## config.mk

```make
export PLATFORM = sky130hd
export DESIGN_NAME = gpio_setclr_bank
export DESIGN_NICKNAME = d
export VERILOG_FILES = /design/src/rtl/gpio_setclr_pkg.sv /design/src/rtl/gpio_reg_decode.sv /design/src/rtl/gpio_pin_cell.sv /design/src/rtl/gpio_sync.sv /design/src/rtl/gpio_setclr_bank.sv
export SDC_FILE = /design/constraint.sdc
export NUM_CORES = 1
export LEC_CHECK = 0
export ABC_AREA = 1
export BUFFER_PORTS_ARGS = -buffer_cell sky130_fd_sc_hd__clkbuf_2
export CAP_MARGIN = 10
export CORE_MARGIN = 2
export CORE_UTILIZATION = 30
export CTS_CLUSTER_DIAMETER = 80
export CTS_CLUSTER_SIZE = 10
export DETAILED_ROUTE_END_ITERATION = 7
export SYNTH_ARGS = -nofsm -noshare
export SYNTH_HDL_FRONTEND = slang
export SYNTH_SLANG_ARGS = --single-unit
```

## constraint.sdc

```tcl
create_clock -name clk_i -period 1 [get_ports clk_i]
set_input_delay 0.2 -clock clk_i [delete_from_list [all_inputs] [get_ports clk_i]]
set_output_delay 0.2 -clock clk_i [all_outputs]
set_load 0.005 [all_outputs]
```

## src/rtl/gpio_setclr_pkg.sv

```systemverilog
package gpio_setclr_pkg;

  localparam int unsigned REG_IDX_W = 2;

  typedef enum logic [REG_IDX_W-1:0] {
    REG_TRI_CLR   = 2'd0,
    REG_OUT_SET   = 2'd1,
    REG_OUT_CLR   = 2'd2,
    REG_PIN_STATE = 2'd3
  } reg_sel_e;

  typedef struct packed {
    logic tri_clr;
    logic out_set;
    logic out_clr;
    logic rd;
  } strobe_t;

endpackage

```

## src/rtl/gpio_reg_decode.sv

```systemverilog
module gpio_reg_decode
  import gpio_setclr_pkg::*;
(
  input  logic                 valid_i,
  input  logic                 write_i,
  input  logic [REG_IDX_W-1:0] addr_i,
  output reg_sel_e             sel_o,
  output strobe_t              strb_o
);

  always_comb begin
    sel_o  = reg_sel_e'(addr_i);
    strb_o = '0;
    if (valid_i) begin
      if (!write_i) begin
        strb_o.rd = 1'b1;
      end else begin
        unique case (sel_o)
          REG_TRI_CLR: strb_o.tri_clr = 1'b1;
          REG_OUT_SET: strb_o.out_set = 1'b1;
          REG_OUT_CLR: strb_o.out_clr = 1'b1;
          default:     ; // pin state is read-only
        endcase
      end
    end
  end

endmodule

```

## src/rtl/gpio_pin_cell.sv

```systemverilog
module gpio_pin_cell (
  input  logic clk_i,
  input  logic rst_ni,
  input  logic tri_clr_i,
  input  logic out_set_i,
  input  logic out_clr_i,
  input  logic mask_i,
  output logic out_o,
  output logic oe_o
);

  logic out_q, oe_q;

  // strobes are mutually exclusive from the decoder
  always_ff @(posedge clk_i or negedge rst_ni) begin
    if (!rst_ni) begin
      out_q <= 1'b0;
      oe_q  <= 1'b0;
    end else if (mask_i) begin
      if (out_set_i) begin
        out_q <= 1'b1;
        oe_q  <= 1'b1;
      end else if (out_clr_i) begin
        out_q <= 1'b0;
        oe_q  <= 1'b1;
      end else if (tri_clr_i) begin
        oe_q  <= 1'b0;
      end
    end
  end

  assign out_o = out_q;
  assign oe_o  = oe_q;

endmodule

```

## src/rtl/gpio_sync.sv

```systemverilog
module gpio_sync #(
  parameter int unsigned WIDTH  = 32,
  parameter int unsigned STAGES = 2
) (
  input  logic             clk_i,
  input  logic             rst_ni,
  input  logic [WIDTH-1:0] d_i,
  output logic [WIDTH-1:0] q_o
);

  logic [WIDTH-1:0] stage_q [STAGES];

  for (genvar s = 0; s < STAGES; s++) begin : g_stage
    always_ff @(posedge clk_i or negedge rst_ni) begin
      if (!rst_ni) begin
        stage_q[s] <= '0;
      end else if (s == 0) begin
        stage_q[s] <= d_i;
      end else begin
        stage_q[s] <= stage_q[(s == 0) ? 0 : s-1];
      end
    end
  end

  assign q_o = stage_q[STAGES-1];

endmodule

```

## src/rtl/gpio_setclr_bank.sv

```systemverilog
module gpio_setclr_bank
  import gpio_setclr_pkg::*;
#(
  parameter int unsigned NUM_PINS    = 32,
  parameter int unsigned SYNC_STAGES = 2
) (
  input  logic                 clk_i,
  input  logic                 rst_ni,
  input  logic                 req_valid_i,
  input  logic                 req_write_i,
  input  logic [REG_IDX_W-1:0] req_addr_i,
  input  logic [NUM_PINS-1:0]  req_wdata_i,
  output logic                 rsp_valid_o,
  output logic [NUM_PINS-1:0]  rsp_rdata_o,
  input  logic [NUM_PINS-1:0]  pad_in_i,
  output logic [NUM_PINS-1:0]  pad_out_o,
  output logic [NUM_PINS-1:0]  pad_oe_o
);

  reg_sel_e            sel;
  strobe_t             strb;
  logic [NUM_PINS-1:0] out_vec, oe_vec, pin_sync;
  logic [NUM_PINS-1:0] rd_mux;
  logic [NUM_PINS-1:0] rdata_q;
  logic                rvalid_q;

  gpio_reg_decode u_decode (
    .valid_i (req_valid_i),
    .write_i (req_write_i),
    .addr_i  (req_addr_i),
    .sel_o   (sel),
    .strb_o  (strb)
  );

  for (genvar p = 0; p < NUM_PINS; p++) begin : g_pin
    gpio_pin_cell u_cell (
      .clk_i     (clk_i),
      .rst_ni    (rst_ni),
      .tri_clr_i (strb.tri_clr),
      .out_set_i (strb.out_set),
      .out_clr_i (strb.out_clr),
      .mask_i    (req_wdata_i[p]),
      .out_o     (out_vec[p]),
      .oe_o      (oe_vec[p])
    );
  end

  gpio_sync #(
    .WIDTH  (NUM_PINS),
    .STAGES (SYNC_STAGES)
  ) u_sync (
    .clk_i  (clk_i),
    .rst_ni (rst_ni),
    .d_i    (pad_in_i),
    .q_o    (pin_sync)
  );

  always_comb begin
    unique case (sel)
      REG_OUT_SET:   rd_mux = out_vec;
      REG_PIN_STATE: rd_mux = pin_sync;
      default:       rd_mux = oe_vec;  // tri-clear and out-clear offsets
    endcase
  end

  always_ff @(posedge clk_i or negedge rst_ni) begin
    if (!rst_ni) begin
      rvalid_q <= 1'b0;
      rdata_q  <= '0;
    end else begin
      rvalid_q <= strb.rd;
      if (strb.rd) rdata_q <= rd_mux;
    end
  end

  assign rsp_valid_o = rvalid_q;
  assign rsp_rdata_o = rdata_q;
  assign pad_out_o   = out_vec;
  assign pad_oe_o    = oe_vec;

endmodule

```

# --- Word level (Yosys, flattened, before mapping) ---
# Cells that the tools add are included.
word_totals:
  regBits: 161
  out_inout_bits: 97
  word_cells: 150
classes:
  n_eq_ne: 3
  muxes: 12
  n_reduce_logical: 67
ops:
  columns: ["cell", "count"]
  rows:
  - ["2-bit AND reduction", 64]
  - ["32-bit one-hot mux with 2 select lines", 1]
  - ["1-bit 2-to-1 mux", 9]
  - ["2-bit equality test (second input constant)", 2]
  - ["4-bit 2-to-1 mux", 1]
  - ["3-bit 2-to-1 mux", 1]
  - ["3-bit nonzero test", 1]
  - ["2-bit by 1-bit equality test with 1-bit output (second input constant)", 1]
  - ["2-bit zero test", 1]
  - ["2-bit nonzero test", 1]

# --- Logic depth before layout (Yosys ltp) ---
# Gate-level depths: netlist of run 1.
logic_depth:
  ltp_word: 7
  ltp_mapped: 8

# --- By module ---
# A second synthesis of run 1 with hierarchy kept.
unflattened:
  hier_cells: 808
  hier_area_um2: 6836.6
by_module_without_submodules:
  columns: ["mod", "instances", "cells_each", "area_each_um2", "seq_area_each_um2"]
  rows:
  - ["gpio_pin_cell", 32, 12, 90.1, 50.0]
  - ["gpio_setclr_bank", 1, 315, 2055.7, 825.8]
  - ["gpio_sync", 1, 96, 1841.8, 1601.5]
  - ["gpio_reg_decode", 1, 13, 56.3, 0.0]

# --- Least setup slack after synthesis of run 1 ---
# Ideal clock, no wire load.
synth_path:
  path_type: "input-to-reg"
  startpoint: "input req_addr_i[1]"
  endpoint: "register rdata_q[0] (netlist: rsp_rdata_o[0])"
  setup_time_ns: 0.120
  arrival_time_ns: 0.961
  required_ns: 0.880
  path_slack_ns: -0.081
  path_stages: 8
  cell_sequence: "buf_2 inv_1 buf_4 buf_2 nand3_1 nand3_1 nand2_1 nand2_1"
synth_via:
  elab_chain_len: 2
  word_cells_on_any_way: 3
  classes_between: "2 x eq/ne; 1 x mux"
synth_rtl:
  columns: ["item", "line", "text"]
  rows:
  - ["from (decl)", "gpio_setclr_bank.sv:11", "input logic [REG_IDX_W-1:0] req_addr_i,"]
  - ["2-bit equality test / 2-bit by 1-bit equality test with 1-bit output (equally long branches)", "gpio_setclr_bank.sv:59", "unique case (sel)"]
  - ["32-bit one-hot mux with 2 select lines *", "gpio_setclr_bank.sv:59", null]
  - ["to (signal assigned)", "gpio_setclr_bank.sv:72", "if (strb.rd) rdata_q <= rd_mux;"]
  - ["to (decl)", "gpio_setclr_bank.sv:24", "logic [NUM_PINS-1:0] rdata_q;"]
# Mark *: on every way between the ends. The rest lies on a longest branch, timed or not.
# A chain may end at the register's enable or synchronous reset.

# --- Final worst setup path of run 1 ---
layout_path:
  startpoint: "register g_pin[8].u_cell.out_q"
  endpoint: "output pad_out_o[8]"
layout_rtl:
  columns: ["item", "line", "text"]
  rows:
  - ["from (decl)", "gpio_pin_cell.sv:12", "logic out_q, oe_q;"]
  - ["from (signal assigned)", "gpio_pin_cell.sv:17", "out_q <= 1'b0;"]
  - ["from (signal assigned)", "gpio_pin_cell.sv:21", "out_q <= 1'b1;"]
  - ["from (signal assigned)", "gpio_pin_cell.sv:24", "out_q <= 1'b0;"]
  - ["to (decl)", "gpio_setclr_bank.sv:16", "output logic [NUM_PINS-1:0] pad_out_o,"]
# No word-level cell between the ends.

==> impl_metrics.json, run 1 <==
{
  "path_delay_family": "flip-flops",
  "dieHeight_um": 154,
  "cts_root_buffer": "clkbuf_16",
  "path_class": "reg2out",
  "yosysSeqAreaShare_pct": 59.5,
  "critical_path.cell_chain": "clkbuf_2",
  "syn2layout_area_growth_pct": 39.3,
  "fp-row-count": 54,
  "synth_compound_area_share_pct": 2.44,
  "hold_violations": 0,
  "switchingPower_uw": 5100,
  "violations": "negative setup slack",
  "startpoint": "g_pin[8].u_cell.out_o",
  "layout_min_cycle_time_ps": 1150,
  "clock_path_buffers": 2,
  "pwr-share-seq_pct": 40.9,
  "synth_top_area_share_pct": 59.5,
  "post-route-drc-count": 0,
  "rsz0062_at_grt": "yes",
  "fin_area_um2": 9430,
  "power.density_nw_per_um2": 2040,
  "clk_pin_slew_ps": 60,
  "cp_slowest_stage_delay_ps": 410,
  "maxCapViolCount": 0,
  "critical-path-slowest-cell": "dfrtp_1",
  "synth_seq_cells": 161,
  "numCtsBuffers": 17,
  "fin_skew_ps": 9.29,
  "synth_flop_cell": "dfrtp_1",
  "pwr-share-comb_pct": 20.6,
  "drive_above_1_share_pct": 32.9,
  "end_kind": "primary output",
  "hold_path.class": "in2reg",
  "min_period_over_period_pct": 115,
  "synth-adder-area-share_pct": 0,
  "dieArea_um2": 23800,
  "fp.dieW_um": 154,
  "start_util_pct": 30.8,
  "pin_count": 167,
  "outcome": "finished with violations",
  "grtUsageTotal_pct": 17.1,
  "yosysMostFrequentCell": "nand2_1",
  "synth.distinct_cells": 15,
  "tightest_slew_ps": 328,
  "swShare_pct": 26.5,
  "synth_area_um2": 6770,
  "gp_congestion": 0.752,
  "worstPathArrival_ps": 950,
  "ant_nets": 0,
  "synth_common_cells": "252 x nand2_1, 161 x dfrtp_1, 127 x nand3_1",
  "startpoint_type": "flip-flop",
  "required_ps": 800,
  "r2r_end": "rsp_rdata_o[12]",
  "synthSimpleGateAreaFrac_pct": 27.3,
  "via_per_inst": 4.70,
  "setup_violations": 102,
  "drv_slew": 0,
  "critPathMaxFanout": 2,
  "worstReg2RegStart": "g_pin[12].u_cell.out_o",
  "synthCells": 729,
  "place_ws_ps": -189,
  "utilization_pct": 42.9,
  "fin_nets": 1036,
  "detailed_place_hpwl_um": 13400,
  "place_area_um2": 7640,
  "fin_tns_setup_ps": -11920,
  "synthTopCellsByArea": "dfrtp_1 60%, nand2_1 14%, nand3_1 9.4%, buf_4 7.5%, nand4_1 3.4%",
  "post_drt_wl_per_cell_um": 16.0,
  "antenna_found_initial": 2,
  "placeableCoreArea_um2": 22000,
  "peakVddDrop_mv": 0.978,
  "setup_ws_ps": -153,
  "yosys_warnings": 0,
  "cts_tree": "yes",
  "clock_sinks": 161,
  "cp_num_buf_inv": 1,
  "first_global_vias": 5715,
  "gr-total-overflow": 0,
  "leakagePower_uw": 0.00491,
  "num_vias": 5920,
  "clkPwrFrac_pct": 38.4,
  "grt_max_degree": 61,
  "h-tree-depth": 4,
  "power.internal_uw": 14200,
  "yosys.area.top_type": "dfrtp_1",
  "max_freq_mhz": 867,
  "cp-endpoint": "pad_out_o[8]",
  "synthXorXnorAreaFrac_pct": 0,
  "drt-total-wl_um": 20100,
  "relSlewSlack_pct": 78.1,
  "hold-worst-slack_ps": 28.4,
  "r2r_slack_ps": -20,
  "drtPass1Iterations": 5,
  "drt-initial-drc-count": 386,
  "synthArstFlopShare_pct": 100,
  "postSynthAreaPerCell_um2": 9.29,
  "muxShareOfSynthArea_pct": 0,
  "port_buffers": 166,
  "r2r_cells": 6,
  "clock_latency_ps": 420,
  "grt_pass1_wl_um": 31100,
  "synth-edff-count": 0,
  "crit_cells": 1,
  "synth_top_family_by_area": "simple AND/OR/NAND/NOR gates",
  "mappedNetlistNets": 799
}
[how the worst min path moves through the flow]
stage	startpoint	end	slack (ps)	depth (start not counted)
4_1_cts	req_wdata_i[24]	g_pin[24].u_cell.out_o	2	3
3_5_place_dp	rst_ni	u_sync.q_o[27]	40	1
3_3_place_gp	rst_ni	u_sync.stage_q[59]	40	1
2_1_floorplan	rst_ni	g_pin[0].u_cell.oe_o	-100	0
6_report	req_wdata_i[12]	g_pin[12].u_cell.out_o	30	3
5_1_grt	req_wdata_i[24]	g_pin[24].u_cell.out_o	10	3
[state kept, by name, indices dropped and copies added (netlist names)]
register,flops
g_pin.u_cell.out_o,32
u_sync.stage_q,32
g_pin.u_cell.oe_o,32
u_sync.q_o,32
rsp_rdata_o,32
rsp_valid_o,1
[kinds of logic after synthesis]
kind of cell           count (synthesis)
AND/OR/NAND/NOR                      420
flip-flops                           161
buffers and inverters                115
AO/OA/AOI/OAI                         33
[through the flow]
stage / std cells / power, µW
detailed placement: 1098 / 10900
finish: 1260 / 19300
global placement: 1098 / 10800
global route: 1259 / 20300
floorplan: 729 / 9850
CTS: 1239 / 19200
[power groups by stage]
stage | registers [µW] | clock network [µW] | logic, µW
final | 7890 | 7400 | 3980
after global routing | 7970 | 7890 | 4410
after CTS | 7880 | 7590 | 3740
after detailed placement | 8140 | 0 | 2730
after global placement | 8130 | 0 | 2680
after floorplan | 7950 | 0 | 1900
[metal layers]
layer,track usage [%],vias up,part of all wire [%]
met2,28.6,205,49
met3,4.09,22,6.2
met1,22.1,2882,43
met5,0,-,0.065
li1,-,2809,-
met4,5.38,2,1.3
[layout by cell type (no fill, tap or decap), types with 2 or more instances in the layout]
cell             n
inv_1            2
nand4_1         37
dfrtp_1        161
buf_4          102
clkbuf_16       17
clkinvlp_4       3
nand3_1        124
clkinv_4         2
o21ai_0         33
bufinv_16        6
buf_6            4
dlygate4sd3_1   47
nand3_2          3
clkbuf_1         2
nand2_2          4
buf_12          11
nand2_1        250
clkbuf_2       163
[layout make-up]
cell class                      instances  area, µm²
Fill cell                            2145      12500
Sequential cell                       161       4030
Timing Repair Buffer                  328       2320
Multi-Input combinational cell        453       2040
Clock buffer                           19        433
Tap cell                              280        350
Clock inverter                         13        234
Inverter                                5       21.3
Antenna cell                            1       2.50
[repair_timing]
action,CTS,global route
pin swaps,0,3
buffers inserted,62,21
hold endpoints to repair,207,0
resized for setup,0,9
endpoints found under the setup margin,97,98
hold buffers,47,0
No activity file was read; power rests on OpenSTA's default activity.
==> inputs of run 2 (changes only) <==
==> constraint.sdc (replaced) <==
create_clock -name clk_i -period 1.1 [get_ports clk_i]
set_input_delay 0.22 -clock clk_i [delete_from_list [all_inputs] [get_ports clk_i]]
set_output_delay 0.22 -clock clk_i [all_outputs]
set_load 0.005 [all_outputs]
==> run 2 against run 1 <==
The run still ends with negative setup slack left. Clock power fell by 19%. Critical endpoint is now pad_out_o[29]. Non-clock buffer count rose by 2. Design area fell by 0.66%. Largest cell class unchanged. Combinational power fell by 7.3%. Sequential power fell by 9.0%. First-iteration DRC count fell by 33%.
==> impl_metrics.json, run 2 (synthesis gave the netlist of run 1 again) <==
{
  "path_delay_family": "flip-flops",
  "fin_nets": 1038,
  "clock_sinks": 161,
  "pwr-share-seq_pct": 42.6,
  "swShare_pct": 27.2,
  "place_ws_ps": -196,
  "most-common-layout-cells": "251 x nand2_1, 162 x clkbuf_2, 161 x dfrtp_1, 127 x nand3_1, 115 x buf_4",
  "required_ps": 880,
  "grt_max_degree": 37,
  "end_kind": "primary output",
  "detailed_place_hpwl_um": 13400,
  "cp_num_buf_inv": 1,
  "relSlewSlack_pct": 76.5,
  "critical-path-slowest-cell": "dfrtp_1",
  "dieHeight_um": 154,
  "clock_path_buffers": 2,
  "power.density_nw_per_um2": 1800,
  "clock_latency_ps": 430,
  "hold_path.class": "in2reg",
  "rsz0062_at_grt": "yes",
  "peakVddDrop_mv": 0.922,
  "cp_slowest_stage_delay_ps": 410,
  "cts_root_buffer": "clkbuf_16",
  "setup_violations": 97,
  "power.internal_uw": 12300,
  "grt_pass1_wl_um": 31400,
  "gp_congestion": 0.745,
  "numCtsBuffers": 17,
  "tightest_slew_ps": 352,
  "drt-initial-drc-count": 260,
  "pwr-share-comb_pct": 21.9,
  "layout_commonest_cell": "nand2_1",
  "syn2layout_area_growth_pct": 38.4,
  "numPlacedInstances": 1107,
  "post_drt_wl_per_cell_um": 16.0,
  "drv_slew": 0,
  "critPathMaxFanout": 3,
  "port_buffers": 166,
  "clkPwrFrac_pct": 35.5,
  "critical_path.cell_chain": "clkbuf_2",
  "post-route-drc-count": 0,
  "layout_min_cycle_time_ps": 1190,
  "setup_ws_ps": -85.4,
  "maxCapViolCount": 0,
  "grtUsageTotal_pct": 17.2,
  "pin_count": 167,
  "switchingPower_uw": 4590,
  "max_freq_mhz": 844,
  "leakagePower_uw": 0.00490,
  "fin_cells": 1260,
  "path_class": "reg2out",
  "place_area_um2": 7770,
  "startpoint_type": "flip-flop",
  "gr-total-overflow": 0,
  "min_period_over_period_pct": 108,
  "drive_above_1_share_pct": 33.9,
  "first_global_vias": 5900,
  "hold_violations": 0,
  "drtPass1Iterations": 5,
  "dieArea_um2": 23800,
  "cts_tree": "yes",
  "fp.dieW_um": 154,
  "placeableCoreArea_um2": 22000,
  "fin_skew_ps": 8.03,
  "drt-total-wl_um": 20200,
  "via_per_inst": 4.77,
  "start_util_pct": 30.8,
  "fp-row-count": 54,
  "ant_nets": 0,
  "clk_pin_slew_ps": 70,
  "fin_area_um2": 9370,
  "violations": "negative setup slack",
  "outcome": "finished with violations",
  "worstPathArrival_ps": 970,
  "h-tree-depth": 4,
  "antenna_found_initial": 1,
  "num_vias": 6013
}
[run 2: cell types whose count changed in the layout (fill, tap and decap cells not counted), moves of 2 or more]
cell / change
buf_12: +5
clkinv_2: +2
nand3_2: -3
dlygate4sd3_1: -14
clkinv_4: -2
nand3_1: +3
bufinv_16: -3
buf_4: +13
[run 2: tightest hold or removal path, delay by kind of cell]
family / cells / cell delay [ps]
buf+inv: 1 / 100
simple gates: 2 / 100
[run 2: power groups by stage]
stage | Clock (µW) | Combinational, µW | Sequential [µW]
after floorplan | 0 | 1710 | 7230
after global placement | 0 | 2490 | 7400
after detailed placement | 0 | 2530 | 7400
after CTS | 6130 | 3420 | 7160
after global routing | 6390 | 4080 | 7260
final | 5990 | 3690 | 7180
[run 2: final timing paths]
check / start / endpoint / slack, ps / depth (start not counted)
worst max-delay path: g_pin[29].u_cell.out_o / pad_out_o[29] / -90 / 1
worst min-delay path: req_wdata_i[0] / g_pin[0].u_cell.out_o / 20 / 3
worst max register to register: g_pin[17].u_cell.out_o / rsp_rdata_o[17] / 60 / 6
worst min register to register: u_sync.stage_q[40] / u_sync.q_o[8] / 340 / 0
max in group asynchronous: rst_ni / u_sync.q_o[13] / 350 / 3
min in group asynchronous: rst_ni / u_sync.stage_q[54] / 260 / 2
[run 2: what timing repair did]
item | CTS | global route
hold endpoints to repair | 135 | 0
endpoints found under the setup margin | 97 | 97
hold buffers | 33 | 0
resized for setup | 0 | 6
buffers inserted | 62 | 27
[run 2: final cells by class]
cell class | count | area [µm²]
flip-flops and latches | 161 | 4030
multi-input cells | 453 | 2020
fillers | 2126 | 12600
diodes | 1 | 2.50
clock inverters | 10 | 136
repair buffers | 330 | 2360
inverters | 5 | 18.8
clock buffers | 20 | 447
well taps | 280 | 350
[run 2: per-layer routing]
layer / GRT usage [%] / vias up / share of wire [%]
li1: - / 2816 / -
met5: 0 / - / 0
met2: 27.8 / 247 / 47
met3: 4.37 / 41 / 7.2
met4: 7.39 / 0 / 2.6
met1: 22.0 / 2909 / 43
[run 2: metrics by stage]
step                util [%]  hold slack (ps)  TNS, ps  total power (µW)
floorplan                  -            -75.6        0              8940
global placement        35.4              142    -7580              9890
detailed placement      35.4              141    -9460              9940
CTS                     41.7            0.820    -6920             16700
global route            42.6             17.1    -8560             17700
finish                  42.7             21.0    -4580             16900
